===== config.mk =====
export PLATFORM = sky130hd
export DESIGN_NAME = wt_dm_cache
export DESIGN_NICKNAME = d
export VERILOG_FILES = /design/src/rtl/wt_dm_cache.sv
export SDC_FILE = /design/constraint.sdc
export NUM_CORES = 1
export LEC_CHECK = 0
export BUFFER_PORTS_ARGS = -buffer_cell sky130_fd_sc_hd__clkbuf_2
export CAP_MARGIN = 30
export CORE_AREA = 2 2 102 178
export CTS_CLUSTER_DIAMETER = 120
export DETAILED_ROUTE_END_ITERATION = 6
export DIE_AREA = 0 0 104 180
export PLACE_DENSITY = 0.68
export SYNTH_ARGS = -nofsm -noshare
export SYNTH_HDL_FRONTEND = slang
export SYNTH_SLANG_ARGS = --single-unit

===== constraint.sdc =====
create_clock -name clk -period 5.34 [get_ports clk]
set_clock_uncertainty 0.15 [all_clocks]
set_input_delay 1.068 -clock clk [delete_from_list [all_inputs] [get_ports clk]]
set_output_delay 1.068 -clock clk [all_outputs]
set_load 0.05 [all_outputs]

===== src/rtl/wt_dm_cache.sv =====
module wt_dm_cache #(
  parameter int ADDR_W = 8,
  parameter int IDX_W  = 4,
  parameter int DATA_W = 8
) (
  input  logic              clk,
  input  logic              rst_n,
  input  logic [ADDR_W-1:0] cpu_addr,
  input  logic              cpu_rd,
  input  logic              cpu_wr,
  input  logic [DATA_W-1:0] cpu_wdata,
  output logic [DATA_W-1:0] cpu_rdata,
  output logic              cpu_ack,
  output logic              hit,
  output logic              cache_oe,
  output logic              cache_we_n,
  output logic              mem_start,
  output logic              mem_oe,
  output logic              mem_we_n,
  output logic [ADDR_W-1:0] mem_addr,
  output logic [DATA_W-1:0] mem_wdata,
  input  logic [DATA_W-1:0] mem_rdata,
  input  logic              mem_ready,
  output logic [2:0]        ctl_state
);
  localparam int TAG_W = ADDR_W - IDX_W;
  localparam int DEPTH = 1 << IDX_W;

  typedef enum logic [2:0] {
    S_IDLE = 3'b000,
    S_WR   = 3'b001,
    S_RH   = 3'b010,
    S_RM   = 3'b100
  } state_t;

  state_t state, state_nx;

  logic [DATA_W-1:0] data_arr [DEPTH];
  logic [TAG_W-1:0]  tag_arr  [DEPTH];
  logic [DEPTH-1:0]  valid;

  logic [IDX_W-1:0] idx;
  logic [TAG_W-1:0] tag;
  logic in_wr, in_rh, in_rm;

  assign idx = cpu_addr[IDX_W-1:0];
  assign tag = cpu_addr[ADDR_W-1:IDX_W];
  assign hit = valid[idx] && (tag_arr[idx] == tag);

  assign in_wr = (state == S_WR);
  assign in_rh = (state == S_RH);
  assign in_rm = (state == S_RM);

  assign cpu_ack    = in_rh | ((in_wr | in_rm) & mem_ready);
  assign cache_oe   = in_rh;
  assign cache_we_n = ~(in_wr | in_rm);
  assign mem_start  = in_wr | in_rm;
  assign mem_oe     = in_rm;
  assign mem_we_n   = ~in_wr;
  assign mem_addr   = cpu_addr;
  assign mem_wdata  = cpu_wdata;
  assign ctl_state  = state;

  assign cpu_rdata = cache_oe ? data_arr[idx] : (mem_oe ? mem_rdata : '0);

  always_comb begin
    state_nx = state;
    case (state)
      S_IDLE: begin
        if (cpu_wr)      state_nx = S_WR;
        else if (cpu_rd) state_nx = hit ? S_RH : S_RM;
      end
      S_WR:    if (mem_ready) state_nx = S_IDLE;
      S_RH:    state_nx = S_IDLE;
      S_RM:    if (mem_ready) state_nx = S_IDLE;
      default: state_nx = S_IDLE;
    endcase
  end

  always_ff @(posedge clk) begin
    if (!rst_n) state <= S_IDLE;
    else        state <= state_nx;
  end

  always_ff @(posedge clk) begin
    if (!cache_we_n) begin
      data_arr[idx] <= in_rm ? mem_rdata : cpu_wdata;
      tag_arr[idx]  <= tag;
    end
  end

  always_ff @(posedge clk) begin
    if (!rst_n)           valid      <= '0;
    else if (!cache_we_n) valid[idx] <= 1'b1;
  end

  assert_rh_single_R6: assert property (@(posedge clk) disable iff (!rst_n)
    in_rh |=> (state == S_IDLE));

  assert_wr_hold_R4: assert property (@(posedge clk) disable iff (!rst_n)
    (in_wr && !mem_ready) |=> in_wr);

  assert_rm_hold_R7: assert property (@(posedge clk) disable iff (!rst_n)
    (in_rm && !mem_ready) |=> in_rm);

  assert_fill_hits_R7: assert property (@(posedge clk) disable iff (!rst_n)
    (in_rm && mem_ready) |=> (!$stable(cpu_addr) || hit));

  assert_write_allocates_R5: assert property (@(posedge clk) disable iff (!rst_n)
    (in_wr && mem_ready) |=> (!$stable(cpu_addr) || hit));

  assert_idle_miss_R3: assert property (@(posedge clk) disable iff (!rst_n)
    (state == S_IDLE && cpu_rd && !cpu_wr && !hit) |=> in_rm);

  assert_bus_excl_R2: assert property (@(posedge clk) disable iff (!rst_n)
    !(cache_oe && mem_oe));
endmodule


## Word-level counts from Yosys, hierarchy flattened

Memories as Yosys holds them, arrays and structs flattened.
Index checks and enable logic that the tools add are counted.

| storage, ports and cells | value |
|---|---|
| logic and storage cells | 37 |
| memory bits (writable) | 192 |
| memories kept | 2 |
| output and inout bits | 34 |
| bits in registers | 19 |
| input port bits | 29 |

| operators by class | value |
|---|---|
| reduce and logical (&&, ||, !) cells | 5 |
| muxes and demuxes | 14 |
| equality and inequality tests | 6 |
| $lt $le $gt $ge | 2 |
| bitwise logic cells | 6 |

Memory list:

| memory | depth | bits a word | read ports | clocked after Yosys merged registers in | write ports | RTL line | text |
|---|---|---|---|---|---|---|---|
| data_arr | 16 | 8 | 1 | 0 | 1 | 38 | `logic [DATA_W-1:0] data_arr [DEPTH];` |
| tag_arr | 16 | 4 | 1 | 0 | 1 | 39 | `logic [TAG_W-1:0] tag_arr [DEPTH];` |

Operators by type and width:

| kind | number |
|---|---|
| $mux 8 | 3 |
| $or 16x16->16 | 1 |
| $mux 3 | 4 |
| $pmux 3 s2 | 1 |
| $lt 4x5->1 const B | 1 |
| $bmux 1 s4 | 1 |
| $demux 1 s4 | 1 |
| $eq 4x4->1 | 1 |
| $ge 4x1->1 const B | 1 |
| $mux 1 | 4 |
| $eq 3x1->1 const B | 1 |
| $eq 3x2->1 const B | 1 |
| $eq 3x3->1 const B | 1 |
| $logic_not 3->1 | 1 |
| $ne 3x3->1 const B | 1 |
| $logic_and 1x1->1 | 2 |
| $ne 2x1->1 const B | 1 |
| $not 1->1 | 2 |
| $or 1x1->1 | 2 |
| $reduce_and 2->1 | 1 |
| $reduce_or 2->1 | 1 |
| $and 1x1->1 | 1 |

## Depth between registers and ports, before layout

| depth | value |
|---|---|
| word-level depth | 7 |
| gate-level depth with buffers | 10 |
| mapped depth without buffers | 7 |

## Worst setup path after synthesis

Ideal clock, no wire load.

| timing | value |
|---|---|
| kind | input port to output port |
| start | in cpu_addr[1] |
| end | out hit |
| buffers on the path | 3 |
| arrival time | 3297 ps |
| data required time | 4122 ps |
| stages | 8 |
| slack | 825 ps |
| path through | buf_6 buf_12 buf_12 mux2i_1 mux4_2 mux2i_1 xor2_1 nor4_2 |

| between the ends | value |
|---|---|
| cells in the longest elaborated chain, start to end | 3 |
| elaborated cells between the ends (all ways) | 5 |
| those cells by class | eq/ne (1); mux (2); reduce/logical (1); memory (1) |

Ends and longest elaborated chain:

| item | RTL line | text |
|---|---|---|
| start, declared | 8 | `input logic [ADDR_W-1:0] cpu_addr,` |
| $mem_v2 16x4 / $bmux 1 s4 (equally long branches) | -- |  |
| $eq 4x4->1 / $mux 1 (equally long branches) | 48 | `assign hit = valid[idx] && (tag_arr[idx] == tag);` |
| $logic_and 1x1->1 (*) | 48 |  |
| end, declared | 14 | `output logic hit,` |

Every way passes the cells marked *; elsewhere a longest branch is shown, timed or not. The select of a mux whose other input is x is not followed.

## Worst setup path after layout

| timing | value |
|---|---|
| start | in cpu_addr[0] |
| end | out cpu_rdata[3] |

| between the ends | value |
|---|---|
| cells in the longest elaborated chain, start to end | 2 |

Ends and longest elaborated chain:

| item | RTL line | text |
|---|---|---|
| $mem_v2 16x8 | -- |  |
| $mux 8 | 64 | `assign cpu_rdata = cache_oe ? data_arr[idx] : (mem_oe ? mem_rdata : '0);` |
| end, declared | 12 | `output logic [DATA_W-1:0] cpu_rdata,` |

No other way between the ends.

==> run metrics <==
status=finished, violations left; violated checks=DRC; CP peak stage delay=540 ps; Nets=approximately 540; Peak VDD IR=about 0.00022 V; hpwl dp=12360 um; crit-path max FO=35; Comb pwr share=0.078; row cnt=64; WHS=between 300 and 400 ps; r2r startpoint=ctl_state[0]; crit path buf inv count=3; DRT Pass-1 Iters=7; MaxCap Viol Count=0; Critical Path Slowest Stage Cell=mux4_2; register area=between 6000 and 7000 um^2; CP Capture Type=primary output; max-slew violation count=0; post-synthesis to final-layout area growth=13.13%; Pwr per Cell Area=341.5 nW/um^2; hold path depth=1; Resized Gates After CTS=0; CTS sink count=211; CTS Buf Count=19; critical path startpoint category=primary input; Reg2Reg Depth=6; fin util=0.5678; global route overflow=0; Core ar.=17300 um^2; Syn Std Cell Area=around 8700 um^2; RSZ-0062 raised after global routing=no; layout cells sized above 1=0.3596; die span in x=roughly 100 um; Initial DRC Count=346; initial antenna violation count=0; antenna viol nets, final=0; Net Sw Frac=0.2245; R2R setup slack=2520 ps; Mapped Cells=438; Syn. warnings=0; P_sw=0.7528 mW; routed vias/inst=about 5.8; Worst Hold Path EP=valid[15]; Setup TNS=0 ps; Max H-tree Level=1; Die Span Y=180 um; final hold vios=0; TritonCTS clock tree=yes; fin crit share=0.8688; Wirelength per Cell=24.49 um; Total GRT Usage=0.2007; critical path's top delay family=buffers and inverters; die area=roughly 19000 um^2; internal power=roughly 2.6 mW; Syn Nets=467; arrival time at the worst endpoint=~3400 ps; Slew @ Worst Pin=999.8 ps; fraction of power consumed by the clock network=0.375; final setup violation count=0; Hold Crit Class=flip-flop to flip-flop; antenna cells=0; root buffer cell=clkbuf_16; clk buf depth=3; WL final=18390 um; part of the power in registers=0.547; register area share after synthesis=0.7080; Rel. slew slack=0.3313; largest net degree at the start of global routing=37; Fillers=1346; vias=4354; cts hold-fix bufs=0; Worst Path Required=4120 ps; HP Start=valid[15]; leak pwr=3.357 nW; Avg Inst Size Synth=19.82 um^2; Starting Density=0.5019; clk slew on worst S/H paths=60 ps; setup bufs post-CTS=0; post-layout min period=around 4600 ps; fmax=215.5 MHz; multi-input logic area=2253 um^2; FF+latch count, synth=211; first-pass GRT wire length=roughly 28000 um; worst setup path category=primary input to primary output; IO Pins=63; routability cong.=around 0.85; vias in the first global route=about 4500; Port-buffer cells=62; Skew-Pair Late Insertion Delay=500 ps; R2R Path End=tag_arr[12][0]; crit-path cells=buf_4, buf_4, mux4_2, mux4_2, a22o_1, clkbuf_2; # DRC=9; synth unique cells=42
## flip-flops by register name (all words and copies together), names as in the netlist
signal	cells
ctl_state	3
valid	16
data_arr	128
tag_arr	64
## worst register-to-register path: cells and delay by family, from the launching register on
kind	cells	cell delay, ps
DFF	1	500
and+or+nand+nor	3	1230
buffers and inverters	2	470
xor gates and xnor gates	1	180
## cell type report
class | instances | area share
clock buffer | 24 | 0.05134
clock inverter | 10 | 0.005988
inverter | 9 | 0.003440
multi-input combinational | 179 | 0.2295
sequential | 211 | 0.6258
tap | 231 | 0.02943
timing repair buffer | 87 | 0.05453
## cells in the mapped netlist
library cell | instances | area, um^2
mux2_4 | 1 | 15.01
buf_12 | 2 | 40.04
nor3b_2 | 1 | 12.51
mux2_1 | 2 | 22.52
buf_2 | 4 | 20.02
nor4_2 | 1 | 12.51
buf_4 | 19 | 142.6
mux4_1 | 3 | 78.83
nand3_1 | 1 | 5.000
and3_1 | 1 | 6.260
o221a_1 | 1 | 11.26
o211ai_1 | 1 | 7.510
a31oi_1 | 1 | 6.260
o22ai_1 | 1 | 6.260
o21a_1 | 16 | 120.1
mux2i_1 | 18 | 180.2
clkbuf_1 | 8 | 30.03
nor3b_1 | 1 | 7.510
a222oi_1 | 1 | 10.01
or3_1 | 1 | 6.260
mux2_2 | 11 | 123.9
o32ai_1 | 1 | 8.760
and2b_1 | 1 | 7.510
buf_1 | 1 | 3.750
xor2_1 | 2 | 17.52
edfxtp_1 | 192 | 5766
o31a_1 | 1 | 8.760
a221oi_1 | 2 | 17.52
mux4_2 | 55 | 1239
buf_6 | 5 | 56.30
o221ai_1 | 1 | 8.760
nand4_1 | 2 | 12.51
a22o_1 | 7 | 61.31
nand2_1 | 15 | 56.30
inv_1 | 8 | 30.03
dfxtp_1 | 19 | 380.4
nor3_1 | 5 | 25.02
a21oi_1 | 2 | 10.01
nor2_1 | 18 | 67.56
xnor2_1 | 3 | 26.28
o21ai_0 | 2 | 10.01
clkinv_1 | 1 | 3.750
## kinds of logic after synthesis
kind of cell,Yosys count,share of synthesized area
multiplexers,90,0.1911
AO/OA/AOI/OAI,37,0.03301
XOR/XNOR,5,0.005046
buffers and inverters,48,0.03762
AND/OR/NAND/NOR,47,0.02522
flip-flops,211,0.7080
## worst max-delay path by stage
stage	startpoint	endpoint	slack [ps]	depth (start not counted)
5_1_grt	cpu_addr[0]	cpu_rdata[5]	520	6
4_1_cts	cpu_addr[0]	cpu_rdata[3]	620	6
6_report	cpu_addr[0]	cpu_rdata[3]	700	6
3_5_place_dp	cpu_addr[0]	cpu_rdata[3]	610	6
2_1_floorplan	cpu_addr[1]	hit	830	8
3_3_place_gp	cpu_addr[0]	cpu_rdata[3]	650	6
## power by group through the flow
stage,clock (mW),sequential (mW),combinational (mW)
2_1_floorplan,0,1.87,0.194
3_3_place_gp,0,1.87,0.259
3_5_place_dp,0,1.87,0.265
4_1_cts,1.27,1.84,0.265
5_1_grt,1.33,1.84,0.280
6_report,1.26,1.84,0.262
## per-stage QoR
step | power (mW) | std cells | setup WS, ps | instance area [um^2]
floorplan | 2.066 | 438 | 825.3 | 8681
global placement | 2.129 | 714 | 645.2 | 9213
detailed placement | 2.137 | 717 | 614.0 | 9258
CTS | 3.371 | 751 | 617.6 | 9821
global route | 3.447 | 751 | 522.3 | 9821
finish | 3.353 | 751 | 700.7 | 9821
## cell usage in the layout (no fill, tap or decap), types with 4 or more instances in the layout
cell	instances
a22o_1	7
buf_4	22
clkbuf_1	4
clkbuf_16	19
clkbuf_2	60
clkinv_1	4
dfxtp_1	19
edfxtp_1	192
inv_1	8
mux2_2	11
mux2i_1	18
mux4_2	55
nand2_1	15
nor2_1	18
nor3_4	4
o21a_1	16
## per-layer routing
metal,track usage,part of all wire,up-vias
li1,-,-,1918
met1,0.2463,0.37,2237
met2,0.3692,0.54,169
met3,0.02574,0.057,30
met4,0.06000,0.027,0
met5,0,0,-
Power figures use the tool's default switching activity.
